[src/rtl/sfs_pkg.sv]
package sfs_pkg;

  typedef struct packed {
    logic              en;
    logic signed [2:0] lvl;
  } sym_req_t;

  // odd codes are the four legal quaternary levels
  function automatic logic lvl_legal(input logic signed [2:0] lvl);
    return lvl[0];
  endfunction

  // leading three bits of the command word: enable, sign-ish bit, magnitude-ish bit
  function automatic logic [2:0] frame_head(input sym_req_t r);
    logic on;
    on = r.en & lvl_legal(r.lvl);
    return on ? {1'b1, ~r.lvl[2], r.lvl[1]} : 3'b000;
  endfunction

endpackage

[src/rtl/sfs_hold_slot.sv]
module sfs_hold_slot
  import sfs_pkg::*;
(
  input  logic     clk,
  input  logic     rst_n,
  input  logic     in_valid_i,
  input  sym_req_t in_req_i,
  output logic     ready_o,
  input  logic     take_i,
  output logic     vld_o,
  output sym_req_t req_o
);

  logic accept;

  assign ready_o = !vld_o;
  assign accept  = in_valid_i && ready_o;

  always_ff @(posedge clk or negedge rst_n) begin
    if (!rst_n) begin
      vld_o <= 1'b0;
      req_o <= '0;
    end else begin
      if (take_i) vld_o <= 1'b0;
      if (accept) begin
        vld_o <= 1'b1;
        req_o <= in_req_i;
      end
    end
  end


  slot_keep_chk: assert property (@(posedge clk) disable iff (!rst_n)
    (!ready_o && !take_i) |=> !ready_o);


  slot_fill_chk: assert property (@(posedge clk) disable iff (!rst_n)
    (in_valid_i && ready_o) |=> vld_o);

endmodule

[src/rtl/sfs_period_timer.sv]
module sfs_period_timer #(
  parameter int SYM_CLKS = 80,
  parameter int CNT_W    = 7
) (
  input  logic             clk,
  input  logic             rst_n,
  output logic [CNT_W-1:0] cnt_o,
  output logic             wrap_o
);

  localparam logic [CNT_W-1:0] LAST = CNT_W'(SYM_CLKS - 1);

  assign wrap_o = (cnt_o == LAST);

  // reset to the last count so the first edge starts a period
  always_ff @(posedge clk or negedge rst_n) begin
    if (!rst_n) cnt_o <= LAST;
    else        cnt_o <= wrap_o ? '0 : cnt_o + 1'b1;
  end

endmodule

[src/rtl/sfs_shift_out.sv]
module sfs_shift_out #(
  parameter int FRAME_BITS = 16,
  parameter int HALF_CYC   = 2,
  parameter int BAUD_CLKS  = 2,
  parameter int CNT_W      = 7
) (
  input  logic             clk,
  input  logic             rst_n,
  input  logic [CNT_W-1:0] cnt_i,
  input  logic             load_i,
  input  logic [2:0]       head_i,
  output logic             ser_clk_o,
  output logic             ser_dat_o,
  output logic             baud_o
);

  localparam int BIT_CLKS   = 2 * HALF_CYC;
  localparam int FRAME_CLKS = FRAME_BITS * BIT_CLKS;
  localparam int PH_W       = $clog2(BIT_CLKS);
  localparam int RC_W       = $clog2(FRAME_BITS + 1) + 1;
  localparam logic [CNT_W-1:0] FR_END  = CNT_W'(FRAME_CLKS);
  localparam logic [CNT_W-1:0] BD_END  = CNT_W'(FRAME_CLKS + BAUD_CLKS);
  localparam logic [PH_W-1:0]  PH_LAST = PH_W'(BIT_CLKS - 1);
  localparam logic [PH_W-1:0]  PH_HI   = PH_W'(HALF_CYC);

  logic [FRAME_BITS-1:0] shreg;
  logic [PH_W-1:0]       ph;
  logic in_frame, bit_end, sclk_d, sdat_d, baud_d;

  assign in_frame = (cnt_i < FR_END);
  assign bit_end  = in_frame && (ph == PH_LAST);
  assign sclk_d   = in_frame && (ph >= PH_HI);
  assign sdat_d   = in_frame && shreg[FRAME_BITS-1];
  assign baud_d   = (cnt_i >= FR_END) && (cnt_i < BD_END);

  always_ff @(posedge clk or negedge rst_n) begin
    if (!rst_n) begin
      shreg     <= '0;
      ph        <= '0;
      ser_clk_o <= 1'b0;
      ser_dat_o <= 1'b0;
      baud_o    <= 1'b0;
    end else begin
      if (load_i) begin
        shreg <= {head_i, {(FRAME_BITS-3){1'b0}}};
        ph    <= '0;
      end else begin
        if (bit_end) shreg <= shreg << 1;
        ph <= (ph == PH_LAST) ? '0 : ph + 1'b1;
      end
      ser_clk_o <= sclk_d;
      ser_dat_o <= sdat_d;
      baud_o    <= baud_d;
    end
  end

  // checker state: serial rising edges seen since the last strobe
  logic            sclk_prev, baud_prev;
  logic [RC_W-1:0] rises;

  always_ff @(posedge clk or negedge rst_n) begin
    if (!rst_n) begin
      sclk_prev <= 1'b0;
      baud_prev <= 1'b0;
      rises     <= '0;
    end else begin
      sclk_prev <= ser_clk_o;
      baud_prev <= baud_o;
      if (baud_prev && !baud_o)         rises <= '0;
      else if (ser_clk_o && !sclk_prev) rises <= rises + 1'b1;
    end
  end


  dat_steady_chk: assert property (@(posedge clk) disable iff (!rst_n)
    ser_clk_o |-> $stable(ser_dat_o));


  frame_len_chk: assert property (@(posedge clk) disable iff (!rst_n)
    $rose(baud_o) |-> (rises == RC_W'(FRAME_BITS)));


  strobe_quiet_chk: assert property (@(posedge clk) disable iff (!rst_n)
    baud_o |-> !ser_clk_o);

endmodule

[src/rtl/sym_frame_tx.sv]
module sym_frame_tx
  import sfs_pkg::*;
#(
  parameter int FRAME_BITS = 16,
  parameter int HALF_CYC   = 2,
  parameter int BAUD_CLKS  = 2,
  parameter int SYM_CLKS   = 80
) (
  input  logic              clk_i,
  input  logic              rst_ni,
  input  logic              sym_valid_i,
  output logic              sym_ready_o,
  input  logic              sym_en_i,
  input  logic signed [2:0] sym_level_i,
  output logic              ser_clk_o,
  output logic              ser_dat_o,
  output logic              baud_o,
  output logic              underrun_o
);

  localparam int CNT_W = $clog2(SYM_CLKS);

  sym_req_t         in_req, slot_req;
  logic             slot_vld, take;
  logic             period_start;
  logic [CNT_W-1:0] cnt;
  logic [2:0]       head;

  assign in_req = {sym_en_i, sym_level_i};

  sfs_period_timer #(.SYM_CLKS(SYM_CLKS), .CNT_W(CNT_W)) u_timer (
    .clk(clk_i), .rst_n(rst_ni), .cnt_o(cnt), .wrap_o(period_start)
  );

  sfs_hold_slot u_slot (
    .clk(clk_i), .rst_n(rst_ni),
    .in_valid_i(sym_valid_i), .in_req_i(in_req), .ready_o(sym_ready_o),
    .take_i(take), .vld_o(slot_vld), .req_o(slot_req)
  );

  assign take = period_start && slot_vld;
  assign head = slot_vld ? frame_head(slot_req) : 3'b000;

  sfs_shift_out #(
    .FRAME_BITS(FRAME_BITS), .HALF_CYC(HALF_CYC),
    .BAUD_CLKS(BAUD_CLKS), .CNT_W(CNT_W)
  ) u_shift (
    .clk(clk_i), .rst_n(rst_ni), .cnt_i(cnt), .load_i(period_start),
    .head_i(head), .ser_clk_o(ser_clk_o), .ser_dat_o(ser_dat_o), .baud_o(baud_o)
  );

  always_ff @(posedge clk_i or negedge rst_ni) begin
    if (!rst_ni) underrun_o <= 1'b0;
    else         underrun_o <= period_start && !slot_vld;
  end


  underrun_src_chk: assert property (@(posedge clk_i) disable iff (!rst_ni)
    underrun_o |-> $past(sym_ready_o));


  underrun_pulse_chk: assert property (@(posedge clk_i) disable iff (!rst_ni)
    underrun_o |=> !underrun_o);

endmodule

[config.mk]
export PLATFORM = sky130hd
export DESIGN_NAME = sym_frame_tx
export DESIGN_NICKNAME = d
export VERILOG_FILES = /design/src/rtl/sfs_pkg.sv /design/src/rtl/sfs_hold_slot.sv /design/src/rtl/sfs_period_timer.sv /design/src/rtl/sfs_shift_out.sv /design/src/rtl/sym_frame_tx.sv
export SDC_FILE = /design/constraint.sdc
export NUM_CORES = 1
export LEC_CHECK = 0
export BUFFER_PORTS_ARGS = -buffer_cell sky130_fd_sc_hd__buf_2
export CAP_MARGIN = 40
export CORE_UTILIZATION = 40
export DETAILED_ROUTE_END_ITERATION = 10
export GPL_TIMING_DRIVEN = 0
export HOLD_SLACK_MARGIN = 0.02
export PLACE_DENSITY = 0.65
export SYNTH_ARGS = -nofsm -noshare
export SYNTH_HDL_FRONTEND = slang
export SYNTH_SLANG_ARGS = --single-unit
[constraint.sdc]
create_clock -name clk_i -period 1.5 [get_ports clk_i]
set_input_delay 0.3 -clock clk_i [delete_from_list [all_inputs] [get_ports clk_i]]
set_output_delay 0.3 -clock clk_i [all_outputs]
set_load 0.01 [all_outputs]
==> results.py <==
metrics = {
    "setup_path": {
        "r2r_start": "u_timer.cnt_o[6]",
        "cp_max_fo": 7,
        "cp_slowest_stage_delay_ns": 0.56,
        "rrSetupSlack_ns": -0.05,
        "path_cells": "or3b_4, or2_0, buf_4, a21o_1",
        "slowest_stage": "dfstp_2",
        "r2r_cells": 4,
        "critical_path_class": "reg2reg",
        "end_kind": "register",
        "crit_end": "u_slot.vld_o",
        "reg2reg_to": "u_slot.vld_o",
        "start_kind": "register",
        "crit_start": "u_timer.cnt_o[6]",
        "cp.required_ns": 1.70,
        "cp.arrival_ns": 1.75,
    },
    "drt": {
        "drt_iter0_drc": 11,
        "wire_per_inst_um": 11.76,
        "drc": 0,
        "antenna_left": 0,
        "vias": 585,
        "first_pass_iters": 4,
        "vias_per_cell": 4.916,
        "postRouteWirelength_um": 1399,
    },
    "sta": {
        "slew_headroom_pct": 69.43,
        "worstMarginPinSlew_ns": 0.4585,
        "finalSetupViolCount": 3,
        "fin_crit_sh_pct": 103.6,
        "fin_ws_ns": -0.05461,
        "grt_setup_unrepaired": "true",
        "period_minus_slack_ns": 1.555,
        "max_freq_ghz": 0.6432,
        "holdWs_ns": 0.2244,
        "hold_viol": 0,
        "slew_violations": 0,
        "clock_skew_ns": 0.001343,
    },
    "power_and_ir_drop": {
        "ir_worst_vdd_uv": 571.3,
        "clkPwrFrac_pct": 26.7,
        "p_int_mw": 0.7652,
        "seq_power_share_pct": 65.1,
        "comb_power_share_pct": 8.2,
        "total_power_mw": 0.9942,
        "p_per_area_nw_per_um2": 925.0,
        "p_switching_mw": 0.2290,
        "switching_share_pct": 23.03,
        "p_leak_nw": 0.4822,
    },
    "floorplan": {
        "chipWidth_um": 49.06,
        "die-area_um2": 2407,
        "die_h_um": 49.06,
        "ioPinCount": 12,
        "initial_core_util_pct": 43.81,
        "core_area_um2": 2022,
        "row_count": 16,
    },
    "synthesis": {
        "ys_seq_elements": 21,
        "synth_cell_types": 31,
        "ys.flop_type": "dfrtp_1",
        "avgSynthCellArea_um2": 12.13,
        "syn_inst": 73,
        "synth_edf_count": 0,
        "postSynth.asyncResetShare_pct": 100.0,
        "syn-num-nets": 82,
        "synth_area_um2": 885.9,
        "synth_area_leader_cell": "dfrtp_1",
        "ys_seq_area_share_pct": 60.03,
        "yosysTopAreaCellShare_pct": 45.20,
        "synth.area.top_cells": "dfrtp_1, dfstp_2, mux2_2",
        "ys_warn_count": 0,
    },
    "place": {
        "dpl.hpwl_um": 894.9,
        "dp_slack_ns": -0.2239,
        "io_buffer_count": 11,
        "dp_cells": 111,
        "globalplace.congestion": 0.7063,
    },
    "global_routing": {
        "gr-usage-all-layers_pct": 13.24,
        "grt_max_degree": 22,
        "antenna_found_initial": 0,
        "grt_pass1_wl_um": 2442,
        "grt_overflow": 0,
        "grt_pass1_vias": 581,
    },
    "clocking": {
        "cts_buffers": 3,
        "htree_levels": 1,
        "root_buffer": "clkbuf_4",
        "cts_tree": "built",
        "clk_pin_slew_worst_paths_ns": 0.11,
        "cts_buffer_depth": 2,
        "clk-insertion-delay-late_ns": 0.30,
        "clock_sinks": 21,
    },
    "final_layout": {
        "drive_gt1_share_pct": 36.96,
        "num_antenna_cells": 0,
        "nNetsFinal": 102,
        "fin_cells": 119,
        "utilization_pct": 53.16,
        "area_delta_synth_final_pct": 21.33,
    },
    "min_path": {
        "hold_class": "in2reg",
        "min-delay-start": "sym_level_i[1]",
    },
    "job": {
        "maxCapViolCount": 0,
    },
    "status": {
        "violations": "setup timing",
        "outcome": "complete, but fails checks",
    },
}
## power by group through the flow
stage	combinational [mW]	clock (mW)	sequential, mW
detailed placement	0.0809	0	0.655
finish	0.0813	0.266	0.647
global placement	0.0773	0	0.654
CTS	0.0830	0.277	0.648
global route	0.0909	0.302	0.656
floorplan	0.0554	0	0.645
## sequential cells by signal, summed over array words and instances (netlist names)
name               flops
u_shift.ser_dat_o      1
u_timer.cnt_o          7
u_shift.ser_clk_o      1
u_shift.shreg          3
u_shift.baud_o         1
u_slot.req_o           4
u_shift.ph             2
underrun_o             1
u_slot.vld_o           1
## worst min path at each step
stage                                    to  slack [ns]  depth (start not counted)
final                       u_slot.req_o[1]        0.22                          2
after global placement    u_shift.shreg[15]        0.28                          1
after floorplan              u_shift.baud_o       0.004                          0
after detailed placement  u_shift.ser_dat_o        0.28                          1
after global routing        u_slot.req_o[0]        0.21                          2
after CTS                   u_slot.req_o[1]        0.22                          2
## synth_stat cells, types with 2 or more instances
cell type,instances
nand3_1,3
mux2_2,4
and2_1,2
ha_1,2
nor3_1,3
dfstp_2,5
xor2_1,2
buf_2,2
dfrtp_1,16
nor2b_1,3
a21o_1,2
and2b_1,3
nand2_1,3
nor2_1,6
## logic make-up (layout without fill, tap and decap cells)
kind of cell | after synthesis | count (layout) | synth area share, %
compound gates | 9 | 9 | 7.768
xor+xnor | 3 | 3 | 2.967
fa+ha+maj | 2 | 2 | 2.824
buf+inv | 3 | 22 | 1.553
flops | 21 | 21 | 60.03
mux | 4 | 4 | 5.084
simple gates | 31 | 31 | 19.78
## layer usage
metal	part of all wire, %	track usage (%)	wire, µm
met5	0	0	0
met4	1.7	5.882	24
met3	2.2	2.804	31
met2	48	21.92	673
met1	48	16.47	670
## through the flow
step / TNS, ns / cell area (µm²)
after floorplan: -0.4161 / 885.9
after global placement: -1.070 / 974.7
after detailed placement: -1.172 / 974.7
after CTS: -0.1226 / 1065
after global routing: -0.2611 / 1075
final: -0.1212 / 1075
## critical path, delay by kind of cell, from the launching register on
family,cells,cell delay (ns)
AND/OR/NAND/NOR,2,0.58
AO/OA/AOI/OAI,1,0.16
buffers and inverters,1,0.16
flip-flops,1,0.56
## what timing repair did
action / in CTS / in global routing
hold endpoints to repair: 16 / 0
gates resized for setup: 7 / 1
setup endpoints to repair: 7 / 7
pin swaps: 0 / 0
setup buffers: 3 / 1
hold buffers: 1 / 0
## cell type report
class / instances / area, µm²
fillers: 184 / 947.2
flip-flops and latches: 21 / 531.8
multi-input cells: 49 / 376.6
repair buffers: 16 / 95.09
well taps: 27 / 33.78
clock buffers: 4 / 26.28
plain buffers: 1 / 7.507
inverters: 1 / 3.754
## cells in the final DEF (no fill, tap or decap), drive strengths merged, types with 2 or more instances in the layout
cell / n
mux2: 4
ha: 2
xor2: 2
nand3: 3
nor3: 3
nand2: 3
nor2: 6
and2: 2
and2b: 3
dfrtp: 16
clkbuf: 4
dfstp: 5
nor2b: 3
a21o: 2
o21ai: 2
buf: 16
(Power assumes the default switching activity.)
